**src/rtl/mmureg_pkg.sv**
```systemverilog
package mmureg_pkg;

  typedef enum logic [3:0] {
    SEL_CTL, SEL_PTHI, SEL_PTLO, SEL_TBASE, SEL_FADDR,
    SEL_TRAP, SEL_EXC, SEL_INT, SEL_ASSIST,
    SEL_PVER, SEL_CVER, SEL_PREV, SEL_CNT, SEL_NONE
  } sel_e;

  typedef enum logic [1:0] { SZ_BYTE, SZ_HALF, SZ_WORD, SZ_RSVD } size_e;

  localparam int OFF_CTL    = 'h00;
  localparam int OFF_PTHI   = 'h04;
  localparam int OFF_PTLO   = 'h08;
  localparam int OFF_TBASE  = 'h0C;
  localparam int OFF_FADDR  = 'h10;
  localparam int OFF_TRAP   = 'h14;
  localparam int OFF_EXC    = 'h18;
  localparam int OFF_INT    = 'h1C;
  localparam int OFF_PVER   = 'h30;
  localparam int OFF_ASSIST = 'h34;
  localparam int OFF_CVER   = 'h40;
  localparam int OFF_PREV   = 'h44;
  localparam int OFF_CNT    = 'h48;

  localparam int N_EVT = 3;

endpackage

```
**src/rtl/mmureg_decode.sv**
```systemverilog
module mmureg_decode
  import mmureg_pkg::*;
#(
  parameter int ADDR_W = 8
) (
  input  logic [ADDR_W-1:0] addr,
  input  logic [1:0]        size,
  input  logic              write,
  output sel_e              sel,
  output logic              ok
);

  logic size_ok;
  logic ro;

  always_comb begin
    sel = SEL_NONE;
    if      (addr == ADDR_W'(OFF_CTL))    sel = SEL_CTL;
    else if (addr == ADDR_W'(OFF_PTHI))   sel = SEL_PTHI;
    else if (addr == ADDR_W'(OFF_PTLO))   sel = SEL_PTLO;
    else if (addr == ADDR_W'(OFF_TBASE))  sel = SEL_TBASE;
    else if (addr == ADDR_W'(OFF_FADDR))  sel = SEL_FADDR;
    else if (addr == ADDR_W'(OFF_TRAP))   sel = SEL_TRAP;
    else if (addr == ADDR_W'(OFF_EXC))    sel = SEL_EXC;
    else if (addr == ADDR_W'(OFF_INT))    sel = SEL_INT;
    else if (addr == ADDR_W'(OFF_ASSIST)) sel = SEL_ASSIST;
    else if (addr == ADDR_W'(OFF_PVER))   sel = SEL_PVER;
    else if (addr == ADDR_W'(OFF_CVER))   sel = SEL_CVER;
    else if (addr == ADDR_W'(OFF_PREV))   sel = SEL_PREV;
    else if (addr == ADDR_W'(OFF_CNT))    sel = SEL_CNT;
  end

  always_comb begin
    if (sel == SEL_CNT) size_ok = (size == SZ_HALF);
    else                size_ok = (size == SZ_WORD);
    ro = (sel == SEL_PVER) || (sel == SEL_CVER) || (sel == SEL_PREV);
    ok = (sel != SEL_NONE) && size_ok && !(write && ro);
  end

endmodule

```
**src/rtl/mmureg_store.sv**
```systemverilog
module mmureg_store
  import mmureg_pkg::*;
#(
  parameter int DATA_W   = 32,
  parameter int ASID_W   = 8,
  parameter int INV_BIT  = 2,
  parameter int EVT_W    = 11,
  parameter int ASSIST_W = 4,
  parameter int CNT_W    = 16
) (
  input  logic                         clk,
  input  logic                         rst,
  input  logic                         acc,
  input  logic                         wr,
  input  sel_e                         sel,
  input  logic [DATA_W-1:0]            wdata,
  output logic [DATA_W-1:0]            ctl_q,
  output logic [DATA_W-1:0]            pthi_q,
  output logic [DATA_W-1:0]            ptlo_q,
  output logic [DATA_W-1:0]            tbase_q,
  output logic [DATA_W-1:0]            faddr_q,
  output logic [N_EVT-1:0][EVT_W-1:0]  evt_q,
  output logic [ASSIST_W-1:0]          assist_q,
  output logic [CNT_W-1:0]             cnt_q,
  output logic                         inval_o,
  output logic                         flush_o
);

  localparam logic [DATA_W-1:0] INV_MASK = ~(DATA_W'(1) << INV_BIT);

  logic wr_en;
  logic rd_cnt;
  assign wr_en  = acc && wr;
  assign rd_cnt = acc && !wr && (sel == SEL_CNT);

  always_ff @(posedge clk) begin
    if (rst) begin
      ctl_q    <= '0;
      pthi_q   <= '0;
      ptlo_q   <= '0;
      tbase_q  <= '0;
      faddr_q  <= '0;
      assist_q <= '0;
      inval_o  <= 1'b0;
      flush_o  <= 1'b0;
    end else begin
      inval_o <= wr_en && (sel == SEL_CTL) && wdata[INV_BIT];
      flush_o <= wr_en && (sel == SEL_PTHI) &&
                 (wdata[ASID_W-1:0] != pthi_q[ASID_W-1:0]);
      if (wr_en) begin
        case (sel)
          SEL_CTL:    ctl_q    <= wdata & INV_MASK;
          SEL_PTHI:   pthi_q   <= wdata;
          SEL_PTLO:   ptlo_q   <= wdata;
          SEL_TBASE:  tbase_q  <= wdata;
          SEL_FADDR:  faddr_q  <= wdata;
          SEL_ASSIST: assist_q <= wdata[ASSIST_W-1:0];
          default: ;
        endcase
      end
    end
  end

  always_ff @(posedge clk) begin
    if (rst)                              cnt_q <= '0;
    else if (wr_en && (sel == SEL_CNT))   cnt_q <= wdata[CNT_W-1:0];
    else if (rd_cnt)                      cnt_q <= cnt_q + 1'b1;
  end

  for (genvar g = 0; g < N_EVT; g++) begin : g_evt
    localparam sel_e EV_SEL = sel_e'(int'(SEL_TRAP) + g);
    always_ff @(posedge clk) begin
      if (rst)                             evt_q[g] <= '0;
      else if (wr_en && (sel == EV_SEL))   evt_q[g] <= wdata[EVT_W-1:0];
    end
  end

  AST_FLUSH_NEEDS_CHANGE: assert property (@(posedge clk) disable iff (rst)
    flush_o |-> (pthi_q[ASID_W-1:0] != $past(pthi_q[ASID_W-1:0])));

  AST_CNT_POST_INC: assert property (@(posedge clk) disable iff (rst)
    rd_cnt |=> (cnt_q == $past(cnt_q) + 1'b1));

endmodule

```
**src/rtl/mmu_ctl_regfile.sv**
```systemverilog
module mmu_ctl_regfile
  import mmureg_pkg::*;
#(
  parameter int          ADDR_W   = 8,
  parameter int          DATA_W   = 32,
  parameter int          ASID_W   = 8,
  parameter int          INV_BIT  = 2,
  parameter int          EVT_W    = 11,
  parameter int          ASSIST_W = 4,
  parameter int          CNT_W    = 16,
  parameter logic [31:0] PVER_VAL = 32'h0406_0110,
  parameter logic [31:0] CVER_VAL = 32'h2011_0208,
  parameter logic [31:0] PREV_VAL = 32'h0000_0113
) (
  input  logic              clk,
  input  logic              rst,
  input  logic              req_valid,
  input  logic              req_write,
  input  logic [ADDR_W-1:0] req_addr,
  input  logic [1:0]        req_size,
  input  logic [DATA_W-1:0] req_wdata,
  output logic              rsp_valid,
  output logic              rsp_err,
  output logic [DATA_W-1:0] rsp_rdata,
  output logic              tlb_inval_pulse,
  output logic              tlb_flush_pulse
);

  sel_e                        sel;
  logic                        dec_ok;
  logic                        acc;
  logic [DATA_W-1:0]           ctl_q, pthi_q, ptlo_q, tbase_q, faddr_q;
  logic [N_EVT-1:0][EVT_W-1:0] evt_q;
  logic [ASSIST_W-1:0]         assist_q;
  logic [CNT_W-1:0]            cnt_q;
  logic [DATA_W-1:0]           rd_mux;

  assign acc = req_valid && dec_ok;

  mmureg_decode #(.ADDR_W(ADDR_W)) u_dec (
    .addr  (req_addr),
    .size  (req_size),
    .write (req_write),
    .sel   (sel),
    .ok    (dec_ok)
  );

  mmureg_store #(
    .DATA_W(DATA_W), .ASID_W(ASID_W), .INV_BIT(INV_BIT),
    .EVT_W(EVT_W), .ASSIST_W(ASSIST_W), .CNT_W(CNT_W)
  ) u_store (
    .clk      (clk),
    .rst      (rst),
    .acc      (acc),
    .wr       (req_write),
    .sel      (sel),
    .wdata    (req_wdata),
    .ctl_q    (ctl_q),
    .pthi_q   (pthi_q),
    .ptlo_q   (ptlo_q),
    .tbase_q  (tbase_q),
    .faddr_q  (faddr_q),
    .evt_q    (evt_q),
    .assist_q (assist_q),
    .cnt_q    (cnt_q),
    .inval_o  (tlb_inval_pulse),
    .flush_o  (tlb_flush_pulse)
  );

  always_comb begin
    case (sel)
      SEL_CTL:    rd_mux = ctl_q;
      SEL_PTHI:   rd_mux = pthi_q;
      SEL_PTLO:   rd_mux = ptlo_q;
      SEL_TBASE:  rd_mux = tbase_q;
      SEL_FADDR:  rd_mux = faddr_q;
      SEL_TRAP:   rd_mux = DATA_W'(evt_q[0]);
      SEL_EXC:    rd_mux = DATA_W'(evt_q[1]);
      SEL_INT:    rd_mux = DATA_W'(evt_q[2]);
      SEL_ASSIST: rd_mux = DATA_W'(assist_q);
      SEL_PVER:   rd_mux = DATA_W'(PVER_VAL);
      SEL_CVER:   rd_mux = DATA_W'(CVER_VAL);
      SEL_PREV:   rd_mux = DATA_W'(PREV_VAL);
      SEL_CNT:    rd_mux = DATA_W'(cnt_q);
      default:    rd_mux = '0;
    endcase
  end

  always_ff @(posedge clk) begin
    if (rst) begin
      rsp_valid <= 1'b0;
      rsp_err   <= 1'b0;
      rsp_rdata <= '0;
    end else begin
      rsp_valid <= req_valid;
      rsp_err   <= req_valid && !dec_ok;
      rsp_rdata <= (acc && !req_write) ? rd_mux : '0;
    end
  end

  AST_RSP_FOLLOWS_REQ: assert property (@(posedge clk) disable iff (rst)
    req_valid |=> rsp_valid);

  AST_NO_RSP_IDLE: assert property (@(posedge clk) disable iff (rst)
    !req_valid |=> !rsp_valid);

  AST_CTL_READ_NO_INV: assert property (@(posedge clk) disable iff (rst)
    (acc && !req_write && sel == SEL_CTL) |=> !rsp_rdata[INV_BIT]);

  AST_INV_ON_WRITE: assert property (@(posedge clk) disable iff (rst)
    (acc && req_write && sel == SEL_CTL && req_wdata[INV_BIT]) |=> tlb_inval_pulse);

  AST_REJECT_KEEPS_STATE: assert property (@(posedge clk) disable iff (rst)
    (req_valid && !dec_ok) |=> ($stable(ctl_q) && $stable(pthi_q) && $stable(ptlo_q) &&
      $stable(tbase_q) && $stable(faddr_q) && $stable(evt_q) && $stable(assist_q) &&
      $stable(cnt_q) && !tlb_inval_pulse && !tlb_flush_pulse && rsp_err));

  AST_ERR_ZERO_DATA: assert property (@(posedge clk) disable iff (rst)
    rsp_err |-> (rsp_rdata == '0));

endmodule

```
**config.mk**
```make
export PLATFORM = sky130hd
export DESIGN_NAME = mmu_ctl_regfile
export DESIGN_NICKNAME = d
export VERILOG_FILES = /design/src/rtl/mmureg_pkg.sv /design/src/rtl/mmureg_decode.sv /design/src/rtl/mmureg_store.sv /design/src/rtl/mmu_ctl_regfile.sv
export SDC_FILE = /design/constraint.sdc
export NUM_CORES = 1
export LEC_CHECK = 0
export BUFFER_PORTS_ARGS = -buffer_cell sky130_fd_sc_hd__buf_2
export CELL_PAD_IN_SITES_DETAIL_PLACEMENT = 2
export CELL_PAD_IN_SITES_GLOBAL_PLACEMENT = 2
export CORE_MARGIN = 8
export CORE_UTILIZATION = 39
export DETAILED_ROUTE_END_ITERATION = 8
export PLACE_DENSITY = 0.88
export SYNTH_ARGS = -nofsm -noshare
export SYNTH_HDL_FRONTEND = slang
export SYNTH_SLANG_ARGS = --single-unit
```
**constraint.sdc**
```tcl
create_clock -name clk -period 4.5 [get_ports clk]
set_input_delay 0.45 -clock clk [delete_from_list [all_inputs] [get_ports clk]]
set_output_delay 0.45 -clock clk [all_outputs]
set_load 0.005 [all_outputs]
```
==> impl_metrics.yaml <==
die:
  core_um2: 26900
  initial_core_util_pct: 39.7
  die-area_um2: 32900
  die_height_um: 181
  core.rowCount: 60
  ios: 82
  die_width_um: 181
sta:
  fin_tns_setup_ps: 0
  tightest_slew_ps: 1050
  setup_viol: 0
  slew_viol_final: 0
  rsz0062_at_grt: "no"
  setup_ws_ps: 1340
  holdWs_ps: 172
  clock_skew_ps: 10.4
  fmax_ghz: 0.317
  min_period_over_period_pct: 70.2
  fin_crit_ps: 3160
  hold_violations: 0
  slew_headroom_pct: 29.8
cells_and_area:
  mostFrequentLayoutCells: "nand2_1, dfxtp_1, a21oi_1, mux2i_1, buf_2"
  syn_to_final_growth_pct: 15.3
  fin_cells: 1701
  nNetsFinal: 1388
  final_common_cell: "nand2_1"
  num_antenna_cells: 0
  drive_gt1_share_pct: 13.9
  nFillCells: 2966
  stdcell_area_um2: 12300
  post-route-util_pct: 45.8
logic_synthesis:
  netlist_instances: 1303
  ys_ff_latch: 248
  synth_fp_nets: 1350
  yosysUniqueCellTypes: 58
  synthArstFlopShare_pct: 0
  synthFlopType: "dfxtp_1"
  syn-cell-area_um2: 10700
  synth_edf_count: 0
  synth_warnings: 0
  seq_area_frac_synth_pct: 46.5
  syn_area_per_cell_um2: 8.19
global_route:
  grt_overflow_total: 0
  antenna_found_initial: 0
  grt_pass1_vias: 11800
  grt_pass1_wl_um: 74000
  grt_use_total_pct: 28.7
  grt_max_degree: 74
power:
  power_switching_mw: 1.16
  vdd.ir_drop.worst_v: 0.000224
  p_clk_share_pct: 49.8
  combPwrFrac_pct: 4.6
  p_sw_share_pct: 24.0
  power.share.sequential_pct: 45.6
  p_total_mw: 4.82
  cell_internal_pwr_mw: 3.66
  p_leak_nw: 4.47
  powerDensity_nw_per_um2: 392
place:
  dp_cells: 1652
  hpwl_um: 28400
  gp_congestion: 0.878
  port_buffers: 81
  pre_cts_slack_ps: 1080
  dpl_cell_area_um2: 11400
run:
  maxCapViolations: 0
clocking:
  cts_tree: "built"
  cts_made_buffers: 28
  cts_hold_buf: 0
  clock_latency_ps: 570
  clock_sinks: 248
  cts-root-buf: "clkbuf_16"
  clk_pin_slew_ps: 60
  post_cts_resized: 0
  clockBufferDepth: 3
  cts_max_level: 1
  post_cts_buffers: 0
min_path:
  hp-class: "input port to register"
routing:
  drc_errors: 0
  wl_per_cell_um: 28.4
  drt_wl_total_um: 48300
  ant_nets: 0
  first_pass_iters: 5
  drt_iter0_markers: 886
  vias_per_cell: 6.29
  dr_total_vias: 10700
setup_path:
  start_kind: "input port"
  crit_type: "input port to register"
  cp_slowest_cell: "nand2_1"
  cp.arrival_ps: 3570
  end_kind: "register"
  critical_path_buf_inv_count: 3
  cp_cell_sequence: "buf_2, nor4bb_1, a2bb2oi_1, buf_4, nor2_1, nand2_1, buf_4, nand2_1, a21oi_1"
  cpPeakStageDelay_ps: 690
  cp.required_ps: 4910
  crit_family: "simple AND/OR/NAND/NOR gates"
  path_max_fanout: 30
status:
  status: "finished clean"
## worst reg2reg max path, stage by stage (launching register included)
cell,delay [ps]
dfxtp_1,500
ha_1,260
and3_1,230
and3_1,320
nand3_1,200
or2_2,330
a21oi_1,170
o32ai_1,120
## layout make-up
cell class	count	area (um2)	share of cell area, %
clock buffers	45	865	7.03
clock inverters	4	81.3	0.661
repair buffers	116	671	5.45
inverters	3	12.5	0.102
well taps	341	427	3.47
multi-input cells	944	5290	43.0
flip-flops and latches	248	4960	40.3
## power by group through the flow
| stage | Clock (mW) | Combinational (mW) | Sequential, mW |
|---|---|---|---|
| 2_1_floorplan | 0 | 0.111 | 2.25 |
| 3_3_place_gp | 0 | 0.201 | 2.25 |
| 3_5_place_dp | 0 | 0.208 | 2.25 |
| 4_1_cts | 2.42 | 0.217 | 2.20 |
| 5_1_grt | 2.49 | 0.231 | 2.20 |
| 6_report | 2.40 | 0.224 | 2.20 |
## final timing paths
check                           from            endpoint  slack, ps  cells after the start
setup / recovery         req_addr[4]  u_store.ptlo_q[20]       1340                      9
hold / removal         req_wdata[26]  u_store.pthi_q[26]        170                      3
setup reg to reg    u_store.cnt_q[0]   u_store.cnt_q[10]       2210                      7
hold reg to reg   u_store.ptlo_q[13]  u_store.ptlo_q[13]        450                      2
## cells in the mapped netlist (6+ instances only)
| master | number | area share, % |
|---|---|---|
| o32ai_1 | 7 | 0.57 |
| o21ai_1 | 11 | 0.52 |
| and2_1 | 9 | 0.53 |
| mux2_2 | 9 | 0.95 |
| mux2i_1 | 86 | 8.1 |
| and3_1 | 11 | 0.64 |
| nor2_1 | 47 | 1.7 |
| nand3_1 | 30 | 1.4 |
| xor2_1 | 8 | 0.66 |
| a21oi_1 | 136 | 6.4 |
| clkbuf_1 | 76 | 2.7 |
| o22ai_1 | 6 | 0.35 |
| nor3_1 | 7 | 0.33 |
| nor2b_1 | 7 | 0.41 |
| nor3b_1 | 6 | 0.42 |
| buf_2 | 25 | 1.2 |
| a31oi_1 | 21 | 1.2 |
| dfxtp_1 | 248 | 47 |
| nor4_1 | 11 | 0.64 |
| o21ai_0 | 32 | 1.5 |
| a221oi_1 | 14 | 1.1 |
| a22oi_1 | 46 | 3.2 |
| nand2_1 | 381 | 13 |
## sequential cells by signal (all words and copies together), names as in the netlist
register	cells
rsp_rdata	32
rsp_err	1
rsp_valid	1
u_store.flush_o	1
u_store.ptlo_q	32
u_store.ctl_q	31
u_store.assist_q	4
u_store.inval_o	1
u_store.pthi_q	32
u_store.cnt_q	16
u_store.faddr_q	32
u_store.tbase_q	32
u_store.evt_q	33
## cells by family after synthesis
| kind of cell | Yosys count | share of synthesized area [%] |
|---|---|---|
| xor+xnor | 9 | 0.739 |
| buf+inv | 111 | 4.34 |
| fa+ha+maj | 1 | 0.117 |
| simple gates | 530 | 21.1 |
| flops | 248 | 46.5 |
| mux | 97 | 9.44 |
| compound gates | 307 | 17.8 |
## metal layers
metal / vias to the layer above / global-route usage, % / part of all wire, %
met1: 5480 / 34.9 / 41
met4: 0 / 12.9 / 4.5
li1: 4609 / - / -
met2: 454 / 49.1 / 48
met5: - / 0 / 0
met3: 153 / 4.81 / 6.5
Power figures use the tool's default switching activity.
